**config.mk**
```make
export PLATFORM = sky130hd
export DESIGN_NAME = prio_vec_intc
export DESIGN_NICKNAME = d
export VERILOG_FILES = /design/src/rtl/vic_pkg.sv /design/src/rtl/vic_edge_latch.sv /design/src/rtl/vic_arbiter.sv /design/src/rtl/prio_vec_intc.sv
export SDC_FILE = /design/constraint.sdc
export NUM_CORES = 1
export LEC_CHECK = 0
export ABC_AREA = 1
export BUFFER_PORTS_ARGS = -buffer_cell sky130_fd_sc_hd__buf_2
export CAP_MARGIN = 20
export CORE_ASPECT_RATIO = 0.8
export CORE_MARGIN = 1.5
export CORE_UTILIZATION = 30
export CTS_CLUSTER_SIZE = 30
export DETAILED_ROUTE_END_ITERATION = 16
export REMOVE_ABC_BUFFERS = 1
export SLEW_MARGIN = 20
export SYNTH_ARGS = -nofsm -noshare
export SYNTH_HDL_FRONTEND = slang
export SYNTH_SLANG_ARGS = --single-unit
export TNS_END_PERCENT = 1
```
**constraint.sdc**
```tcl
create_clock -name clk -period 1.5 [get_ports clk]
set_clock_uncertainty 0.15 [all_clocks]
set_input_delay 0.075 -clock clk [delete_from_list [all_inputs] [get_ports clk]]
set_output_delay 0.075 -clock clk [all_outputs]
set_load 0.02 [all_outputs]
```
**src/rtl/vic_pkg.sv**
```systemverilog
package vic_pkg;
  localparam int unsigned NUM_SRC = 5;
  localparam int unsigned VEC_W   = 16;

  typedef enum logic [2:0] {
    SRC_NONE = 3'd0,
    SRC_NMI  = 3'd1,
    SRC_EDGE = 3'd2,
    SRC_LVLA = 3'd3,
    SRC_LVLB = 3'd4,
    SRC_EXT  = 3'd5
  } src_e;

  function automatic src_e idx_to_src(input int unsigned idx);
    case (idx)
      0: return SRC_NMI;
      1: return SRC_EDGE;
      2: return SRC_LVLA;
      3: return SRC_LVLB;
      default: return SRC_EXT;
    endcase
  endfunction
endpackage

```
**src/rtl/vic_edge_latch.sv**
```systemverilog
module vic_edge_latch (
  input  logic clk,
  input  logic rst_n,
  input  logic in_i,
  input  logic clr_i,
  output logic q_o
);
  logic prev_q, prev_n;
  logic lat_q, lat_n;
  logic rise;

  assign rise = in_i & ~prev_q;

  always_comb begin
    prev_n = in_i;
    lat_n  = lat_q;
    if (rise)       lat_n = 1'b1;
    else if (clr_i) lat_n = 1'b0;
  end

  always_ff @(posedge clk or negedge rst_n) begin
    if (!rst_n) begin
      prev_q <= 1'b0;
      lat_q  <= 1'b0;
    end else begin
      prev_q <= prev_n;
      lat_q  <= lat_n;
    end
  end

  assign q_o = lat_q;

  // a new edge is never lost, even against a clear
  assert_rise_sets_R9: assert property (@(posedge clk) disable iff (!rst_n)
    (in_i && !prev_q) |=> q_o);
  // without a clear the latch holds
  assert_hold_R9: assert property (@(posedge clk) disable iff (!rst_n)
    (q_o && !clr_i) |=> q_o);
endmodule

```
**src/rtl/vic_arbiter.sv**
```systemverilog
module vic_arbiter
  import vic_pkg::*;
#(
  parameter logic [VEC_W-1:0] VEC_NMI  = 16'h0024,
  parameter logic [VEC_W-1:0] VEC_EDGE = 16'h003C,
  parameter logic [VEC_W-1:0] VEC_LVLA = 16'h0034,
  parameter logic [VEC_W-1:0] VEC_LVLB = 16'h002C
) (
  input  logic                clk,
  input  logic                rst_n,
  input  logic [NUM_SRC-1:0]  cand_i,
  output src_e                sel_o,
  output logic                req_o,
  output logic [VEC_W-1:0]    vec_o
);
  always_comb begin
    sel_o = SRC_NONE;
    for (int i = NUM_SRC - 1; i >= 0; i--) begin
      if (cand_i[i]) sel_o = idx_to_src(i);
    end
  end

  always_comb begin
    case (sel_o)
      SRC_NMI:  vec_o = VEC_NMI;
      SRC_EDGE: vec_o = VEC_EDGE;
      SRC_LVLA: vec_o = VEC_LVLA;
      SRC_LVLB: vec_o = VEC_LVLB;
      default:  vec_o = '0;
    endcase
  end

  assign req_o = (sel_o != SRC_NONE);

  // the non-maskable candidate always wins
  assert_nmi_wins_R2: assert property (@(posedge clk) disable iff (!rst_n)
    cand_i[0] |-> (sel_o == SRC_NMI));
  // the edge source beats every lower one
  assert_edge_over_low_R1: assert property (@(posedge clk) disable iff (!rst_n)
    (cand_i[1] && !cand_i[0]) |-> (vec_o == VEC_EDGE));
  // the lowest source is picked only when alone
  assert_ext_alone_R1: assert property (@(posedge clk) disable iff (!rst_n)
    (sel_o == SRC_EXT) |-> (cand_i[NUM_SRC-2:0] == '0));
endmodule

```
**src/rtl/prio_vec_intc.sv**
```systemverilog
module prio_vec_intc
  import vic_pkg::*;
#(
  parameter logic [15:0] VEC_NMI  = 16'h0024,
  parameter logic [15:0] VEC_EDGE = 16'h003C,
  parameter logic [15:0] VEC_LVLA = 16'h0034,
  parameter logic [15:0] VEC_LVLB = 16'h002C
) (
  input  logic        clk,
  input  logic        rst_n,
  input  logic        nmi_i,
  input  logic        edge_rq_i,
  input  logic        lvl_a_i,
  input  logic        lvl_b_i,
  input  logic        ext_rq_i,
  input  logic        ie_set_i,
  input  logic        ie_clr_i,
  input  logic        mask_wr_i,
  input  logic        mask_en_i,
  input  logic [2:0]  mask_val_i,
  input  logic        edge_clr_i,
  input  logic        irq_ack_i,
  output logic        irq_req_o,
  output logic [15:0] irq_vec_o,
  output logic        ext_ack_n_o,
  output logic [7:0]  status_o
);
  localparam int unsigned MASK_W = NUM_SRC - 2;

  logic              ie_q, ie_n;
  logic [MASK_W-1:0] mask_q, mask_n;
  logic              nmi_lat, edge_lat;
  logic              nmi_clr, edge_clr;
  logic [NUM_SRC-1:0] cand;
  src_e              sel;
  logic              accept;
  logic              acc_maskable;

  assign accept       = irq_ack_i & irq_req_o;
  assign acc_maskable = accept & (sel != SRC_NMI);

  assign nmi_clr  = ~nmi_i | (accept & (sel == SRC_NMI));
  assign edge_clr = (accept & (sel == SRC_EDGE)) | (mask_wr_i & edge_clr_i);

  vic_edge_latch u_nmi_lat (
    .clk(clk), .rst_n(rst_n), .in_i(nmi_i), .clr_i(nmi_clr), .q_o(nmi_lat)
  );

  vic_edge_latch u_edge_lat (
    .clk(clk), .rst_n(rst_n), .in_i(edge_rq_i), .clr_i(edge_clr), .q_o(edge_lat)
  );

  assign cand[0] = nmi_lat & nmi_i;
  assign cand[1] = ie_q & edge_lat & ~mask_q[2];
  assign cand[2] = ie_q & lvl_a_i  & ~mask_q[1];
  assign cand[3] = ie_q & lvl_b_i  & ~mask_q[0];
  assign cand[4] = ie_q & ext_rq_i;

  vic_arbiter #(
    .VEC_NMI(VEC_NMI), .VEC_EDGE(VEC_EDGE),
    .VEC_LVLA(VEC_LVLA), .VEC_LVLB(VEC_LVLB)
  ) u_arb (
    .clk(clk), .rst_n(rst_n), .cand_i(cand),
    .sel_o(sel), .req_o(irq_req_o), .vec_o(irq_vec_o)
  );

  always_comb begin
    ie_n = ie_q;
    if (ie_set_i) ie_n = 1'b1;
    if (ie_clr_i || acc_maskable) ie_n = 1'b0;
    mask_n = mask_q;
    if (mask_wr_i && mask_en_i) mask_n = mask_val_i;
  end

  always_ff @(posedge clk or negedge rst_n) begin
    if (!rst_n) begin
      ie_q   <= 1'b0;
      mask_q <= '1;
    end else begin
      ie_q   <= ie_n;
      mask_q <= mask_n;
    end
  end

  assign ext_ack_n_o = ~(accept & (sel == SRC_EXT));
  assign status_o    = {1'b0, edge_lat, lvl_a_i, lvl_b_i, ie_q, mask_q};

  // with the enable off only the non-maskable source may request
  assert_ie_gates_R4: assert property (@(posedge clk) disable iff (!rst_n)
    !ie_q |-> (!irq_req_o || irq_vec_o == VEC_NMI));
  // accepting a maskable source drops the enable at that edge
  assert_ie_drop_R7: assert property (@(posedge clk) disable iff (!rst_n)
    (irq_ack_i && irq_req_o && irq_vec_o != VEC_NMI) |=> !status_o[3]);
  // the external acknowledge appears only with an accepted request
  assert_ext_ack_R8: assert property (@(posedge clk) disable iff (!rst_n)
    !ext_ack_n_o |-> (irq_ack_i && irq_req_o && irq_vec_o == 16'h0000));
  // masks never move without a write that is allowed to load them
  assert_mask_stable_R10: assert property (@(posedge clk) disable iff (!rst_n)
    !(mask_wr_i && mask_en_i) |=> $stable(status_o[2:0]));
endmodule

```
== Yosys cells after proc, flatten, opt, wreduce, memory -nomap -nowiden ==
Index checks and enable logic that the tools add are counted.

* Output and inout port bits: 26
* Bits of input ports: 16
* Register bits after elaboration: 8
* Logic and storage cells: 55

* Bitwise logic cells: 25
* Mux-type cells: 12
* Equality and inequality tests: 6
* Reductions and logical operators: 6

{| class="wikitable"
|+ Operator list
! operator !! number
|-
| 6-bit one-hot mux with 4 select lines || 1
|-
| 1-bit bitwise AND || 16
|-
| 3-bit 2-to-1 mux || 5
|-
| 1-bit inverter || 7
|-
| 3-bit by 2-bit equality test with 1-bit output (second input constant) || 2
|-
| 3-bit equality test (second input constant) || 2
|-
| 1-bit 2-to-1 mux || 6
|-
| 2-bit nonzero test || 3
|-
| 3-bit by 1-bit equality test with 1-bit output (second input constant) || 1
|-
| 3-bit by 1-bit != test with 1-bit output (second input constant) || 1
|-
| 3-bit nonzero test || 1
|-
| 1-bit OR || 2
|-
| 1-bit logical AND || 1
|-
| 1-bit logical OR || 1
|}

== Logic depth before layout (Yosys ltp) ==
Gate-level depths: netlist (run 1).

* Depth after elaboration: 12
* Mapped depth: 9
* Gate-level depth less buffers: 9

== By module ==
From an unflattened synthesis (run 1), not the netlist that was laid out.

* Cell total of the unflattened synthesis: 88
* Area total of the unflattened synthesis: 594.3 um2

{| class="wikitable"
|+ By module, submodules not included
! module !! sequential area each (um2) !! cells each !! area each (um2) !! times used
|-
| prio_vec_intc || 103.8 || 43 || 284.0 || 1
|-
| vic_arbiter || 0.0 || 31 || 172.7 || 1
|-
| vic_edge_latch || 50.0 || 7 || 68.8 || 2
|}

== Least setup slack after synthesis (run 1) ==
No wires, ideal clock.

* Path kind: reg-to-output
* Start point: register mask_q[1]
* End point: output irq_vec_o[5]
* Setup slack: -0.338 ns
* Arrival time: 1.613 ns
* Stages on the path, launching flop included: 8
* Data required time: 1.275 ns
* Path through: dfstp_2 inv_1 nand3_2 nand2_2 inv_2 nand3_4 o211ai_1 buf_4

* Cells in the longest elaborated chain, start to end: 7
* Elaborated cells between the ends (all ways): 10
* Those cells by class: 4 x eq/ne; 4 x mux; 2 x bitwise

{| class="wikitable"
|+ RTL lines
! item !! line !! RTL
|-
| start, declared || prio_vec_intc.sv:31 || <nowiki>logic [MASK_W-1:0] mask_q, mask_n;</nowiki>
|-
| start signal, assigned || prio_vec_intc.sv:81 || <nowiki>mask_q <= mask_n;</nowiki>
|-
| 1-bit inverter (*) || prio_vec_intc.sv:55 || <nowiki>assign cand[2] = ie_q & lvl_a_i & ~mask_q[1];</nowiki>
|-
| 1-bit bitwise AND (*) || prio_vec_intc.sv:55 ||
|-
| 3-bit 2-to-1 mux (*) (3 in a row) || vic_arbiter.sv:19 || <nowiki>if (cand_i[i]) sel_o = idx_to_src(i);</nowiki>
|-
| 3-bit equality test (tied with other cells) || vic_arbiter.sv:24 || <nowiki>case (sel_o)</nowiki>
|-
| 6-bit one-hot mux with 4 select lines (*) || vic_arbiter.sv:24 ||
|-
| end, declared || prio_vec_intc.sv:24 || <nowiki>output logic [15:0] irq_vec_o,</nowiki>
|}

Mark *: on every way between the ends. The rest lies on a longest branch, timed or not.

== Worst setup path in the final report (run 1) ==
* Start point: register mask_q[2]
* End point: output irq_vec_o[2]

* Cells in the longest elaborated chain, start to end: 6
* Elaborated cells between the ends (all ways): 9
* Those cells by class: 4 x eq/ne; 3 x mux; 2 x bitwise

{| class="wikitable"
|+ RTL lines
! item !! line !! RTL
|-
| 1-bit inverter (*) || prio_vec_intc.sv:54 || <nowiki>assign cand[1] = ie_q & edge_lat & ~mask_q[2];</nowiki>
|-
| 1-bit bitwise AND (*) || prio_vec_intc.sv:54 ||
|-
| 3-bit 2-to-1 mux (*) (2 in a row) || vic_arbiter.sv:19 ||
|-
| 3-bit equality test (tied with other cells) || vic_arbiter.sv:24 ||
|-
| 6-bit one-hot mux with 4 select lines (*) || vic_arbiter.sv:24 ||
|}

Marks and branches as above.

==> results of run 1 <==
==> layout make-up <==
class,instances,area share [%]
tap,24,3.30
timing repair buffer,45,34.9
multi-input combinational,49,31.2
inverter,12,5.22
sequential,8,22.5
clock buffer,4,2.88
==> stage by stage <==
stage	hold slack, ns	cell area [um^2]	util, %	setup WS (ns)	std cells
detailed placement	-0.223	691	36.8	0.000794	123
CTS	0.000343	858	45.8	-0.271	140
finish	-0.00155	911	48.6	-0.239	142
global placement	-0.227	691	36.8	0.0388	123
floorplan	-0.371	505	-	-0.344	69
global route	0.0424	911	48.6	-0.360	142
==> cell usage after synthesis (all sizes together) <==
master / number
nor2: 5
inv: 12
a21oi: 4
nand2: 16
buf: 18
o22ai: 1
nand3: 6
o211ai: 1
nand4: 2
and2: 1
dfrtp: 5
conb: 1
dfstp: 3
==> critical path, cell delays in order (launching register included) <==
cell,delay [ns]
dfstp_2,0.54
inv_2,0.05
nand3_4,0.07
nand2_4,0.07
inv_4,0.06
nand3_4,0.07
o211ai_1,0.22
buf_4,0.18
==> path summary, 6_finish.rpt <==
kind | startpoint | end | slack (ns) | cells past startpoint
worst max-delay path | mask_q[2]$_DFFE_PN1P_ | irq_vec_o[2] | -0.24 | 7
worst min-delay path | mask_en_i | mask_q[0]$_DFFE_PN1P_ | -0.002 | 3
worst max register to register | mask_q[2]$_DFFE_PN1P_ | ie_q$_DFFE_PN0P_ | 0.05 | 10
worst min register to register | u_edge_lat.prev_q$_DFF_PN0_ | u_edge_lat.q_o$_DFFE_PN0P_ | 0.34 | 3
max in group asynchronous | rst_n | mask_q[2]$_DFFE_PN1P_ | 0.93 | 2
min in group asynchronous | rst_n | u_nmi_lat.prev_q$_DFF_PN0_ | 0.03 | 2
==> registers in the layout, indices dropped and copies added, names as in the netlist <==
| signal | cells |
|---|---|
| ie_q | 1 |
| mask_q | 3 |
| u_edge_lat.prev_q | 1 |
| u_edge_lat.q_o | 1 |
| u_nmi_lat.prev_q | 1 |
| u_nmi_lat.q_o | 1 |
==> power breakdown <==
part           switching (mW)  internal, mW  total [mW]
Sequential             0.0203         0.245       0.265
Clock                  0.0789         0.102       0.181
Combinational           0.177         0.128       0.304
Total                   0.276         0.475       0.751
==> cells by family (layout without fill, tap and decap cells) <==
group,Yosys count,in the layout,synth area share [%]
buffers and inverters,30,61,30.3
other,1,13,0.630
AND/OR/NAND/NOR,30,30,29.2
flip-flops,8,8,34.2
AO/OA/AOI/OAI,6,6,5.67
==> layer usage <==
layer  GRT usage [%]  routed length (um)
met5               0                   0
met1            13.8                 502
met4            9.23                  31
met3            1.76                  94
met2            21.8                 665
==> timing repair <==
| item | 4_1_cts | 5_1_grt |
|---|---|---|
| setup endpoints to repair | 6 | 7 |
| resized for setup | 7 | 10 |
| endpoints found under the hold margin | 16 | 0 |
| gates cloned | 0 | 0 |
| pin swaps | 2 | 2 |
| buffers inserted | 1 | 2 |
| hold buffers | 12 | 0 |
==> flow_metrics.py, run 1 <==
metrics = {
    "outcome": {
        "status": "finished, violations left",
        "violations": "negative hold slack, negative setup slack",
    },
    "yosys": {
        "yosysTopAreaCell": "buf_4",
        "syn_inst": 75,
        "synth_seq_cells": 8,
        "syn_area_um2": 596,
        "synth.top_cell.area_share_pct": 22.7,
        "avgSynthCellArea_um2": 7.94,
        "synth_area_leaders": "buf_4 (23%), dfrtp_1 (21%), dfstp_2 (13%), nand2_1 (8.2%), inv_1 (6.3%)",
        "ys_warn_count": 0,
        "ys_seq_area_share_pct": 34.2,
        "ys_types": 18,
    },
    "critical_path": {
        "path_max_fanout": 4,
        "worstPathRequired_ns": 1.27,
        "critical_path_class": "reg2out",
        "end_kind": "primary output",
        "crit_path_start_kind": "register",
        "cp_data_arrival_time_ns": 1.51,
    },
    "routing": {
        "drt_iter0_markers": 2,
        "remaining_drc_errors": 0,
        "ant_nets": 0,
        "wire_per_inst_um": 9.11,
        "wirelength_mm": 1.29,
        "num_vias": 574,
        "vias_per_cell": 4.04,
        "firstDrtPassIters": 2,
    },
    "finish": {
        "layout_common_cells": "buf_2 (23), conb_1 (13), dlygate4sd3_1 (12), nand2_1 (10)",
        "n_antenna_cell": 0,
        "mostFrequentLayoutCell": "buf_2",
        "synthToLayoutAreaGrowth_pct": 52.9,
        "fill_cells": 181,
        "nNetsFinal": 135,
        "ff_latch_area_um2": 205,
        "multi_input_area_um2": 284,
        "drive_above_1_share_pct": 46.6,
    },
    "global_routing": {
        "grt_first_pass_wirelength_mm": 2.09,
        "grt_usage_pct": 12.6,
        "overflow": 0,
        "first_global_vias": 549,
        "antenna_found_initial": 0,
        "grt_max_degree": 9,
    },
    "pwr": {
        "p_leak_nw": 0.507,
        "p_total_mw": 0.751,
        "power_density_nw_per_um2": 824,
        "ir_drop_v": 0.000509,
    },
    "clocking": {
        "clk_pin_slew_ns": 0.05,
        "clockRootBuffer": "clkbuf_4",
        "cts_num_sinks": 8,
        "clockBufferDepth": 2,
        "clkLatencyLatePin_ns": 0.26,
        "htree_num_levels": 1,
        "cts-buffers-inserted": 3,
        "cts_tree": "built",
    },
    "run": {
        "maxCapViolCount": 0,
    },
    "timing": {
        "fin_crit_sh_pct": 116,
        "hold_violations": 1,
        "finalSetupTns_ns": -0.957,
        "timing.fmax_mhz": 575,
        "fin_crit_ns": 1.74,
        "setup_viol": 6,
        "setup_ws_ns": -0.239,
        "finalMaxSlewViolations": 0,
        "finalHoldWorstSlack_ns": -0.00155,
        "rsz0062_at_grt": "yes",
    },
    "floorplanning": {
        "dieWidth_um": 52.8,
        "rows": 14,
        "start_util_pct": 31.8,
        "die_h_um": 42.9,
        "die-area_um2": 2260,
        "io_pins": 42,
        "core-area_um2": 1870,
    },
    "placed_design": {
        "dp_hpwl_um": 969,
        "port-buffer-count": 28,
        "place_congestion": 0.692,
    },
    "hold_path": {
        "hold_path.class": "in2reg",
    },
}
No activity file was read; power rests on OpenSTA's default activity.
==> inputs of run 2 (changes only) <==
--- a/config.mk
+++ b/config.mk
@@ -5,7 +5,6 @@
 export SDC_FILE = /design/constraint.sdc
 export NUM_CORES = 1
 export LEC_CHECK = 0
-export ABC_AREA = 1
 export BUFFER_PORTS_ARGS = -buffer_cell sky130_fd_sc_hd__buf_2
 export CAP_MARGIN = 20
 export CORE_ASPECT_RATIO = 0.8
@@ -13,6 +12,7 @@
 export CORE_UTILIZATION = 30
 export CTS_CLUSTER_SIZE = 30
 export DETAILED_ROUTE_END_ITERATION = 16
+export RECOVER_POWER = 100
 export REMOVE_ABC_BUFFERS = 1
 export SLEW_MARGIN = 20
 export SYNTH_ARGS = -nofsm -noshare
==> run 2 against run 1 <==
The run ends with negative setup slack left; register-to-register slack worse by 0.18 ns; core utilization fell by 1.1 points; area after synthesis decreased by 9.7%; final cell count decreased by 15%; die area fell by 9.1%; critical endpoint is now irq_req_o.
==> flow_metrics.py, run 2 <==
metrics = {
    "pwr": {
        "pwr-share-comb_pct": 39.8,
        "pwr-share-clk_pct": 24.4,
        "p_leak_nw": 0.390,
        "ir_drop_v": 0.000475,
        "intPower_mw": 0.486,
        "swShare_pct": 34.9,
        "p_total_mw": 0.746,
        "power_density_nw_per_um2": 947,
        "seq_power_share_pct": 35.8,
        "netSwitchingPower_mw": 0.260,
    },
    "critical_path": {
        "cp_data_arrival_time_ns": 1.69,
        "path_max_fanout": 2,
        "crit_path_start_kind": "register",
        "worstSetupStartpoint": "mask_q[2]$_DFFE_PN1P_",
        "critical_path_class": "reg2out",
        "worstPathRequired_ns": 1.27,
        "end_kind": "primary output",
        "r2r-start": "mask_q[2]$_DFFE_PN1P_",
    },
    "yosys": {
        "yosysTopAreaCell": "buf_4",
        "syn_inst": 57,
        "synthArstFlopShare_pct": 100,
        "yosysMostFrequentCell": "buf_4",
        "syn_area_um2": 538,
        "synth_seq_cells": 8,
        "ys_warn_count": 0,
        "avgSynthCellArea_um2": 9.44,
        "ys_seq_area_share_pct": 37.9,
        "synth_common_cells": "buf_4 (18), dfrtp_1 (5), nand2_1 (5)",
        "yosys_most_used_dff": "dfrtp_1",
        "synth_edf_count": 0,
        "synth.top_cell.area_share_pct": 25.1,
        "ys_types": 22,
        "synth_area_leaders": "buf_4 (25%), dfrtp_1 (23%), dfstp_2 (15%), mux2_2 (6.3%), nand2_1 (3.5%)",
    },
    "routing": {
        "highest_layer": "met3",
        "num_vias": 482,
        "remaining_drc_errors": 0,
        "ant_nets": 0,
        "wl_met2_um": 578,
        "firstDrtPassIters": 2,
        "dr_wl_met3_um": 115,
        "drt_iter0_markers": 4,
        "wire_per_inst_um": 9.64,
        "wirelength_mm": 1.16,
        "vias_per_cell": 4.02,
        "wl_met1_um": 463,
    },
    "outcome": {
        "violations": "negative setup slack",
        "status": "finished, violations left",
    },
    "finish": {
        "mostFrequentLayoutCell": "buf_2",
        "drive_above_1_share_pct": 39.8,
        "synthToLayoutAreaGrowth_pct": 46.5,
        "n_antenna_cell": 0,
        "nNetsFinal": 115,
        "fill_cells": 170,
        "top_register": "mask_q",
        "final_cells": 120,
        "final_core_util_pct": 47.5,
        "layout_common_cells": "buf_2 (17), conb_1 (13), clkbuf_1 (10), dlygate4sd3_1 (9), buf_4 (7)",
        "largest_reg_flops": 3,
    },
    "global_routing": {
        "grt_first_pass_wirelength_mm": 1.75,
        "overflow": 0,
        "first_global_vias": 433,
        "grt_max_degree": 9,
        "antenna_found_initial": 0,
        "grt_usage_pct": 12.6,
    },
    "timing": {
        "fin_crit_sh_pct": 128,
        "hold_violations": 0,
        "timing.fmax_mhz": 522,
        "finalHoldWorstSlack_ns": 0.0156,
        "setup_viol": 7,
        "setup_ws_ns": -0.414,
        "finalMaxSlewViolations": 0,
        "rsz0062_at_grt": "yes",
        "fin_crit_ns": 1.91,
    },
    "hold_path": {
        "hold_path.class": "in2reg",
        "min_from": "edge_clr_i",
    },
    "clocking": {
        "cts_tree": "built",
        "htree_num_levels": 1,
        "clkLatencyLatePin_ns": 0.26,
        "cts_setup_buffers": 0,
        "cts_num_sinks": 8,
        "cts-buffers-inserted": 3,
        "clockRootBuffer": "clkbuf_4",
        "clk_pin_slew_ns": 0.06,
        "clockBufferDepth": 2,
    },
    "floorplanning": {
        "core-area_um2": 1660,
        "rows": 13,
        "dieWidth_um": 50.3,
        "die_h_um": 40.9,
        "start_util_pct": 32.4,
        "die-area_um2": 2060,
        "io_pins": 42,
    },
    "placed_design": {
        "port-buffer-count": 28,
        "dpl_worst_slack_ns": -0.143,
        "dp_cells": 107,
        "place_congestion": 0.691,
        "dp_hpwl_um": 842,
    },
    "run": {
        "maxCapViolCount": 0,
    },
}
[run 2: cell types whose count changed in the layout (fill, tap and decap cells not counted), moves of 5 or more]
| cell | previous run | this run |
|---|---|---|
| buf_2 | 23 | 17 |
| nand2_1 | 10 | 5 |
| clkbuf_1 | 1 | 10 |
| inv_1 | 8 | 2 |
[run 2: metal layers]
| metal | track usage (%) | vias up |
|---|---|---|
| met4 | 8.11 | 0 |
| met1 | 11.5 | 211 |
| met3 | 5.84 | 0 |
| met2 | 24.0 | 30 |
| li1 | - | 241 |
| met5 | 0 | - |
[run 2: final cells by class]
cell class / instances / area (um^2) / area share [%]
repair buffers: 43 / 273 / 34.6
multi-input cells: 41 / 250 / 31.7
flip-flops and latches: 8 / 204 / 25.9
well taps: 22 / 27.5 / 3.49
clock buffers: 4 / 26.3 / 3.33
inverters: 2 / 7.51 / 0.952
[run 2: kinds of logic after synthesis]
family	count (synthesis)	share of synthesized area, %
and+or+nand+nor	19	19.8
DFF	8	37.9
buffers and inverters	20	26.5
other	1	0.697
AOI/OAI and AO/OA	6	8.84
muxes	3	6.28
[run 2: power by group through the flow]
stage | sequential [mW] | clock [mW] | combinational [mW]
4_1_cts | 0.266 | 0.192 | 0.303
3_5_place_dp | 0.269 | 0 | 0.268
5_1_grt | 0.270 | 0.206 | 0.323
3_3_place_gp | 0.267 | 0 | 0.266
2_1_floorplan | 0.298 | 0 | 0.124
6_report | 0.267 | 0.182 | 0.297
[run 2: critical path, cell delays in order (launching register included)]
cell and delay [ns]:
dfstp_2 0.55, nor2b_4 0.04, or4_4 0.51, a22o_1 0.20, buf_6 0.13
[run 2: through the flow]
step | cell area, um^2 | setup TNS (ns)
after floorplan | 448 | -0.968
final | 788 | -1.05
after CTS | 795 | -1.12
after detailed placement | 661 | -0.267
after global routing | 788 | -1.43
after global placement | 661 | -0.250
[run 2: path summary, 6_finish.rpt]
| kind | cells after the start | slack [ns] | to |
|---|---|---|---|
| max reg2reg | 4 | -0.13 | ie_q$_DFFE_PN0P_ |
| min reg2reg | 1 | 0.28 | u_nmi_lat.q_o$_DFFE_PN0P_ |
| max in group asynchronous | 2 | 0.73 | mask_q[0]$_DFFE_PN1P_ |
| max | 4 | -0.41 | irq_req_o |
| min in group asynchronous | 2 | 0.14 | u_nmi_lat.prev_q$_DFF_PN0_ |
| min | 4 | 0.02 | u_edge_lat.q_o$_DFFE_PN0P_ |
[run 2: repair_timing]
item                                   in CTS  in global routing
endpoints found under the hold margin      16                  0
hold buffers                                9                  0
setup endpoints to repair                   7                  7
gates resized for setup                     5                  2
